**src/rtl/usbEvtPkg.sv**
```systemverilog
package usbEvtPkg;
  localparam int unsigned WORD_W    = 16;
  localparam int unsigned NUM_EVT   = 7;   // latched flags in bits 14..8
  localparam int unsigned EVT_LO    = 8;
  localparam int unsigned SHORT_BIT = 7;
  localparam int unsigned DIR_BIT   = 4;
  localparam int unsigned XFER_BIT  = 15;
  localparam int unsigned EP_ID_W   = 4;
  localparam int unsigned CTL_W     = 5;
  localparam int unsigned MASK_W    = XFER_BIT - SHORT_BIT + 1; // bits 15..7
  localparam logic [CTL_W-1:0] CTL_RESET = 5'b00011;

  typedef struct packed {
    logic              wrStatus;
    logic              wrCtrl;
    logic [WORD_W-1:0] data;
  } regStrobe_t;
endpackage

```
**src/rtl/usbEvtCtrl.sv**
```systemverilog
module usbEvtCtrl
  import usbEvtPkg::*;
(
  input  logic              regWrEn,
  input  logic              regAddr,
  input  logic [WORD_W-1:0] regWrData,
  output regStrobe_t        strobe
);
  always_comb begin
    strobe.wrStatus = regWrEn && !regAddr;
    strobe.wrCtrl   = regWrEn && regAddr;
    strobe.data     = regWrData;
  end
endmodule

```
**src/rtl/usbEpSelect.sv**
```systemverilog
module usbEpSelect
  import usbEvtPkg::*;
#(
  parameter int unsigned NUM_EP = 16
) (
  input  logic               clk,
  input  logic               rstN,
  input  logic [NUM_EP-1:0]  epDone,
  input  logic [NUM_EP-1:0]  epDir,
  output logic               anyPending,
  output logic [EP_ID_W-1:0] epIdSel,
  output logic               epDirSel
);
  // Scan from the top down so that the lowest pending index wins.
  always_comb begin
    epIdSel  = '0;
    epDirSel = 1'b0;
    for (int i = NUM_EP - 1; i >= 0; i--) begin
      if (epDone[i]) begin
        epIdSel  = EP_ID_W'(i);
        epDirSel = epDir[i];
      end
    end
  end

  assign anyPending = |epDone;

  // the reported endpoint really has a completion pending
  p_id_pending_r6: assert property (@(posedge clk) disable iff (!rstN)
    anyPending |-> epDone[epIdSel]);

  // no pending endpoint means the id and direction fields read zero
  p_idle_zero_r6: assert property (@(posedge clk) disable iff (!rstN)
    !anyPending |-> (epIdSel == '0 && !epDirSel));
endmodule

```
**src/rtl/usbEvtDatapath.sv**
```systemverilog
module usbEvtDatapath
  import usbEvtPkg::*;
#(
  parameter bit HAS_SHORT = 1'b1
) (
  input  logic               clk,
  input  logic               rstN,
  input  regStrobe_t         strobe,
  input  logic               regAddr,
  input  logic [NUM_EVT-1:0] evtIn,
  input  logic               shortPktEvt,
  input  logic               anyPending,
  input  logic [EP_ID_W-1:0] epIdSel,
  input  logic               epDirSel,
  output logic [WORD_W-1:0]  regRdData,
  output logic               irq,
  output logic [CTL_W-1:0]   ctlOut
);
  logic [NUM_EVT-1:0] flagQ;
  logic               shortQ;
  logic [MASK_W-1:0]  maskQ;
  logic [CTL_W-1:0]   ctlQ;
  logic [NUM_EVT-1:0] keepBits;
  logic [WORD_W-1:0]  statusWord;
  logic [WORD_W-1:0]  ctrlWord;
  logic [MASK_W-1:0]  pendVec;

  assign keepBits = strobe.wrStatus ? strobe.data[EVT_LO +: NUM_EVT] : '1;

  always_ff @(posedge clk) begin
    if (!rstN) flagQ <= '0;
    else       flagQ <= evtIn | (flagQ & keepBits);
  end

  generate
    if (HAS_SHORT) begin : g_short
      always_ff @(posedge clk) begin
        if (!rstN) shortQ <= 1'b0;
        else shortQ <= shortPktEvt |
                       (shortQ & (!strobe.wrStatus || strobe.data[SHORT_BIT]));
      end
    end else begin : g_noShort
      assign shortQ = 1'b0;
    end
  endgenerate

  always_ff @(posedge clk) begin
    if (!rstN) begin
      maskQ <= '0;
      ctlQ  <= CTL_RESET;
    end else if (strobe.wrCtrl) begin
      maskQ <= {strobe.data[XFER_BIT:SHORT_BIT+1],
                strobe.data[SHORT_BIT] & HAS_SHORT};
      ctlQ  <= strobe.data[CTL_W-1:0];
    end
  end

  always_comb begin
    statusWord                    = '0;
    statusWord[XFER_BIT]          = anyPending;
    statusWord[EVT_LO +: NUM_EVT] = flagQ;
    statusWord[SHORT_BIT]         = shortQ;
    statusWord[DIR_BIT]           = epDirSel;
    statusWord[EP_ID_W-1:0]       = epIdSel;
    ctrlWord                      = '0;
    ctrlWord[XFER_BIT:SHORT_BIT]  = maskQ;
    ctrlWord[CTL_W-1:0]           = ctlQ;
  end

  assign pendVec   = {anyPending, flagQ, shortQ};
  assign irq       = |(pendVec & maskQ);
  assign regRdData = regAddr ? ctrlWord : statusWord;
  assign ctlOut    = ctlQ;

  // a flag only rises when its event pulsed in the previous cycle
  p_set_by_event_r2: assert property (@(posedge clk) disable iff (!rstN)
    (flagQ & ~$past(flagQ) & ~$past(evtIn)) == '0);

  // an event always leaves its flag set, whatever was written
  p_event_wins_r4: assert property (@(posedge clk) disable iff (!rstN)
    ($past(evtIn) & ~flagQ) == '0);

  // a flag only falls after a status write
  p_clear_needs_write_r3: assert property (@(posedge clk) disable iff (!rstN)
    (|($past(flagQ) & ~flagQ)) |-> $past(strobe.wrStatus));

  // the control word holds when it is not written
  p_ctrl_hold_r7: assert property (@(posedge clk) disable iff (!rstN)
    !$past(strobe.wrCtrl) |-> ($stable(ctlQ) && $stable(maskQ)));

  // with every enable off the interrupt line stays low
  p_mask_gates_irq_r9: assert property (@(posedge clk) disable iff (!rstN)
    (maskQ == '0) |-> !irq);
endmodule

```
**src/rtl/usbEvtRegs.sv**
```systemverilog
module usbEvtRegs
  import usbEvtPkg::*;
#(
  parameter int unsigned NUM_EP    = 16,
  parameter bit          HAS_SHORT = 1'b1
) (
  input  logic               clk,
  input  logic               rstN,
  input  logic               regWrEn,
  input  logic               regAddr,
  input  logic [15:0]        regWrData,
  output logic [15:0]        regRdData,
  input  logic [6:0]         evtIn,
  input  logic               shortPktEvt,
  input  logic [NUM_EP-1:0]  epDone,
  input  logic [NUM_EP-1:0]  epDir,
  output logic               irq,
  output logic               resumeReq,
  output logic               forceSuspend,
  output logic               lowPower,
  output logic               powerDown,
  output logic               forceReset
);
  regStrobe_t         strobe;
  logic               anyPending;
  logic [EP_ID_W-1:0] epIdSel;
  logic               epDirSel;
  logic [CTL_W-1:0]   ctlOut;

  usbEvtCtrl uCtrl (
    .regWrEn   (regWrEn),
    .regAddr   (regAddr),
    .regWrData (regWrData),
    .strobe    (strobe)
  );

  usbEpSelect #(.NUM_EP(NUM_EP)) uSel (
    .clk        (clk),
    .rstN       (rstN),
    .epDone     (epDone),
    .epDir      (epDir),
    .anyPending (anyPending),
    .epIdSel    (epIdSel),
    .epDirSel   (epDirSel)
  );

  usbEvtDatapath #(.HAS_SHORT(HAS_SHORT)) uDp (
    .clk         (clk),
    .rstN        (rstN),
    .strobe      (strobe),
    .regAddr     (regAddr),
    .evtIn       (evtIn),
    .shortPktEvt (shortPktEvt),
    .anyPending  (anyPending),
    .epIdSel     (epIdSel),
    .epDirSel    (epDirSel),
    .regRdData   (regRdData),
    .irq         (irq),
    .ctlOut      (ctlOut)
  );

  assign resumeReq    = ctlOut[4];
  assign forceSuspend = ctlOut[3];
  assign lowPower     = ctlOut[2];
  assign powerDown    = ctlOut[1];
  assign forceReset   = ctlOut[0];
endmodule

```
**config.mk**
```make
export PLATFORM = sky130hd
export DESIGN_NAME = usbEvtRegs
export DESIGN_NICKNAME = d
export VERILOG_FILES = /design/src/rtl/usbEvtPkg.sv /design/src/rtl/usbEvtCtrl.sv /design/src/rtl/usbEpSelect.sv /design/src/rtl/usbEvtDatapath.sv /design/src/rtl/usbEvtRegs.sv
export SDC_FILE = /design/constraint.sdc
export NUM_CORES = 1
export LEC_CHECK = 0
export ABC_AREA = 1
export BUFFER_PORTS_ARGS = -buffer_cell sky130_fd_sc_hd__buf_2
export CAP_MARGIN = 20
export CORE_ASPECT_RATIO = 2
export CORE_MARGIN = 1
export CORE_UTILIZATION = 36
export CTS_CLUSTER_SIZE = 16
export DETAILED_ROUTE_END_ITERATION = 7
export PLACE_DENSITY = 0.76
export SYNTH_ARGS = -nofsm -noshare
export SYNTH_HDL_FRONTEND = slang
export SYNTH_SLANG_ARGS = --single-unit
export TNS_END_PERCENT = 100
```
**constraint.sdc**
```tcl
create_clock -name clk -period 0.8 [get_ports clk]
set_input_delay 0.08 -clock clk [delete_from_list [all_inputs] [get_ports clk]]
set_output_delay 0.08 -clock clk [all_outputs]
set_load 0.01 [all_outputs]
```
Word-level counts from Yosys, hierarchy flattened. Index checks and enable logic that the tools add are counted.

Register bits: 22. Input port bits: 60. Output and inout port bits: 22. Word-level logic and storage cells: 50.

Mux-type cells: 34. Bitwise operators: 5. Reductions and logical operators: 7.

Operators with widths (number): 2-to-1 mux 4 bit (16); 2-to-1 mux 1 bit (16); 2-to-1 mux 16 bit (1); OR reduction 16 bit (1); bitwise AND 9 bit (1); OR reduction 9 bit (1); bitwise AND 7 bit (1); 2-to-1 mux 7 bit (1); OR 7 bit (1); logical AND 1 bit (2); zero test 1 bit (2); bitwise AND 1 bit (1); logical OR 1 bit (1); OR 1 bit (1).

Logic depth before layout (Yosys ltp).
Depth after elaboration: 17. Gate-level depth with buffers: 17. Mapped depth without buffers: 17.

By module. A second synthesis with hierarchy kept.

Cell total of the unflattened synthesis: 256. Area total of the unflattened synthesis: 1539.0 um^2.

By module, submodules not included: usbEvtDatapath (times used 1, cells an instance 158, area an instance 1043.5 um^2, sequential area each 440.4 um^2); usbEpSelect (times used 1, cells an instance 78, area an instance 357.8 um^2, sequential area each 0.0 um^2); usbEvtCtrl (times used 1, cells an instance 20, area an instance 137.6 um^2, sequential area each 0.0 um^2).

Least setup slack after synthesis. OpenSTA, ideal clock, no wires.

Path type: input port to output port. Start: input port epDone[10]. End: output port regRdData[2]. Arrival time: 0.879 ns. Required time: 0.720 ns. Path slack: -0.159 ns. Cell stages on the path: 5. Path buffers: 0. Cell sequence: inv_1 > nand2_1 > nor3_1 > a21oi_1 > o31ai_1.

Cells in the longest elaborated chain, start to end: 12.

Ends and longest elaborated chain: start, declared (RTL line usbEvtRegs.sv:15) `input logic [NUM_EP-1:0] epDone,`; 2-to-1 mux 4 bit (11 in a row) (RTL line usbEpSelect.sv:19) `if (epDone[i]) begin`; 2-to-1 mux 16 bit (RTL line usbEvtDatapath.sv:72) `assign regRdData = regAddr ? ctrlWord : statusWord;`; end, declared (RTL line usbEvtRegs.sv:12) `output logic [15:0] regRdData,`.

No other way between the ends.

Worst setup path after layout.
Start: register uDp.maskQ[6]. End: output port irq.

Cells in the longest elaborated chain, start to end: 2.

Ends and longest elaborated chain: start, declared (RTL line usbEvtDatapath.sv:21) `logic [MASK_W-1:0] maskQ;`; start signal, assigned (RTL line usbEvtDatapath.sv:52) `maskQ <= {strobe.data[XFER_BIT:SHORT_BIT+1],`; bitwise AND 9 bit (RTL line usbEvtDatapath.sv:71) `assign irq = |(pendVec & maskQ);`; OR reduction 9 bit (RTL line usbEvtDatapath.sv:71); end, declared (RTL line usbEvtRegs.sv:17) `output logic irq,`.

No other way between the ends.

==> qor.txt <==
Status: finished, violations left
Failing checks: negative setup slack
Tcrit/Tclk final: 177%
Initial core utilization: 37.6%
Gate power share: 33.7%
Top post-synthesis cells by count: nand2_1, nor2_1, dfxtp_1, inv_1, o21ai_0
Hold Crit Class: input port to flip-flop
Port Buf Inserts: 77
Clk slew on worst S/H paths: 0.08 ns
CTS tree: built
Clk sinks: 22
Sequential cell area: 458 um2
Area added between synthesis and finish: 79.2%
Vias in the first global route: 1815
# H-tree levels: 1
RSZ-0062 raised after global routing: true
DR iter-0 viols: 48
Netlist Area Pre-Place: 1360 um2
DIE WIDTH: 45.4 um
Synthesis-stage register bit count: 22
Final WS setup: -0.616 ns
Synth area leaders: dfxtp_1, nand2_1, nor2_1
Sequence of cells on the critical path: a22o_1 > a221oi_2 > nand3_1 > buf_2
Switching Fraction: 29.5%
Pleak: 1.28 nW
IO Pins: 82
CTS root buf: clkbuf_8
Top-area cell type share of the netlist area: 32.5%
WP data required: 0.72 ns
Yosys top cell by area: dfxtp_1
Placed wire-length estimate: 3360 um
All-Layer GR Usage: 23.0%
Tot Pwr: 3.05 mW
P_int: 2.15 mW
Drt pass-1 iters: 4
WL per Instance: 12.0 um
GPL Wtd Cong: 0.826
Avg Synthesized Cell Area: 5.87 um2
# nets final: 403
Slowest stage delay, CP: 0.33 ns
Max Clock Freq: 706 MHz
Max-Cap Viols: 0
Clock power frac: 25.6%
Post-layout min period: 1.42 ns
Setup-failing EPs final: 16
Cts bufs inserted: 3
Skew final: 0 ns
Core Util, Final: 67.4%
Register area share after synthesis: 32.5%
Routed vias: 1851
Crit Path Max Fanout: 2
Endpoints failing hold: 0
Layout cells sized above 1: 51.5%
Row Count: 31
Netlist cell types: 27
Post-synth EDFFs: 0
Routed Antenna Nets: 0
Critical path class: flip-flop to output pin
Psw: 0.901 mW
CP Launch Type: flip-flop
Fill count: 320
Main synth FF type: dfxtp_1
PwrDens: 1250 nW/um2
Die area: 4030 um2
Vias per cell: 4.73
Final hold slack: 0.0264 ns
Area of the multi-input gates: 943 um2
Largest net degree at the start of global routing: 15
Number of standard cells after synthesis: 231
Clock Path Buffers: 2
Global-route wire length before repair: 6980 um
Drt drc: 0
Async set-reset flop share out of synthesis: 0%
Endpoint class of the critical path: output pin
Maximum vdd drop: 1370 uV
Most common cell in the netlist: nand2_1
Core area: 3610 um2
Number of diodes: 0
Initial antenna violation count: 0
Final slew viol count: 0
Critical path arrival: 1.34 ns
YS warnings: 0
Clock Latency Late Sink: 0.26 ns
Die extent in y: 88.8 um
Setup TNS Final: -4.38 ns
Overflow after GRT: 0
WL final: 4680 um
Critical Path Slowest Stage Cell: dfxtp_2
Sequential group share of total power: 40.7%
## cell families (layout without fill, tap and decap cells)
kind of cell,count (synthesis),count (layout),share of synthesized area (%)
simple gates,125,125,36.2
buf+inv,36,146,10.6
other cells,1,2,0.276
flops,22,22,32.5
compound gates,47,47,20.5
## flip-flops by register name, summed over array words and instances (netlist names)
name and count:
uDp.maskQ 9, uDp.shortQ 1, uDp.ctlOut 5, uDp.flagQ 7
## placed cells by master, fill, tap and decap left out, drive strengths merged
cell type	count
o21ai	21
dfxtp	22
a211oi	3
nor2	39
a221oi	2
a31oi	1
nand2	77
inv	27
buf	114
or2	2
conb	2
o31ai	2
nor3	2
a21oi	13
nand3	5
clkbuf	4
a22o	3
o21a	2
clkinv	1
## area by class of cell
type	count	share of cell area [%]
Timing Repair Buffer	114	32.9
Clock buffer	4	2.27
Tap cell	49	2.52
Multi-Input combinational cell	174	38.8
Inverter	28	4.63
Sequential cell	22	18.8
## worst max-delay path: cells and delay by family, from the launching register on
family | cells | cell delay (ns)
buffers and inverters | 1 | 0.16
AO/OA/AOI/OAI | 2 | 0.47
flip-flops | 1 | 0.33
AND/OR/NAND/NOR | 1 | 0.13
## layer usage
metal	GRT usage (%)	part of all wire, %
met5	0	0
met4	6.61	1.1
met3	2.04	4.1
met2	47.9	58
met1	21.4	37
## what timing repair did
action / 4_1_cts / 5_1_grt
pin swaps: 13 / 8
resized for setup: 58 / 21
hold buffers: 0 / 0
setup buffers: 3 / 1
hold endpoints to repair: 0 / 0
setup endpoints to repair: 20 / 21
## per-stage QoR
| stage | setup slack (ns) | cell area [um2] | std cells |
|---|---|---|---|
| 3_3_place_gp | -0.450 | 2070 | 385 |
| 5_1_grt | -0.662 | 2430 | 391 |
| 2_1_floorplan | -0.103 | 1400 | 232 |
| 6_report | -0.616 | 2430 | 391 |
| 3_5_place_dp | -0.482 | 2070 | 385 |
| 4_1_cts | -0.624 | 2350 | 391 |
## power by group through the flow
stage                     combinational (mW)  clock [mW]  sequential, mW
after floorplan                        0.390           0            1.25
after global placement                 0.833           0            1.24
after detailed placement               0.848           0            1.25
after CTS                              0.971       0.799            1.24
after global routing                    1.13       0.847            1.25
final                                   1.03       0.780            1.24
## path summary, 6_finish.rpt
check	start	endpoint	slack (ns)	cells after the start
min reg2reg	uDp.flagQ[2]	uDp.flagQ[2]	0.50	2
max	uDp.maskQ[6]	irq	-0.62	4
max reg2reg	uDp.flagQ[3]	uDp.flagQ[3]	0.02	3
min	regWrData[1]	uDp.ctlOut[1]	0.03	3
Note: power is estimated with default switching activity, not from simulation.
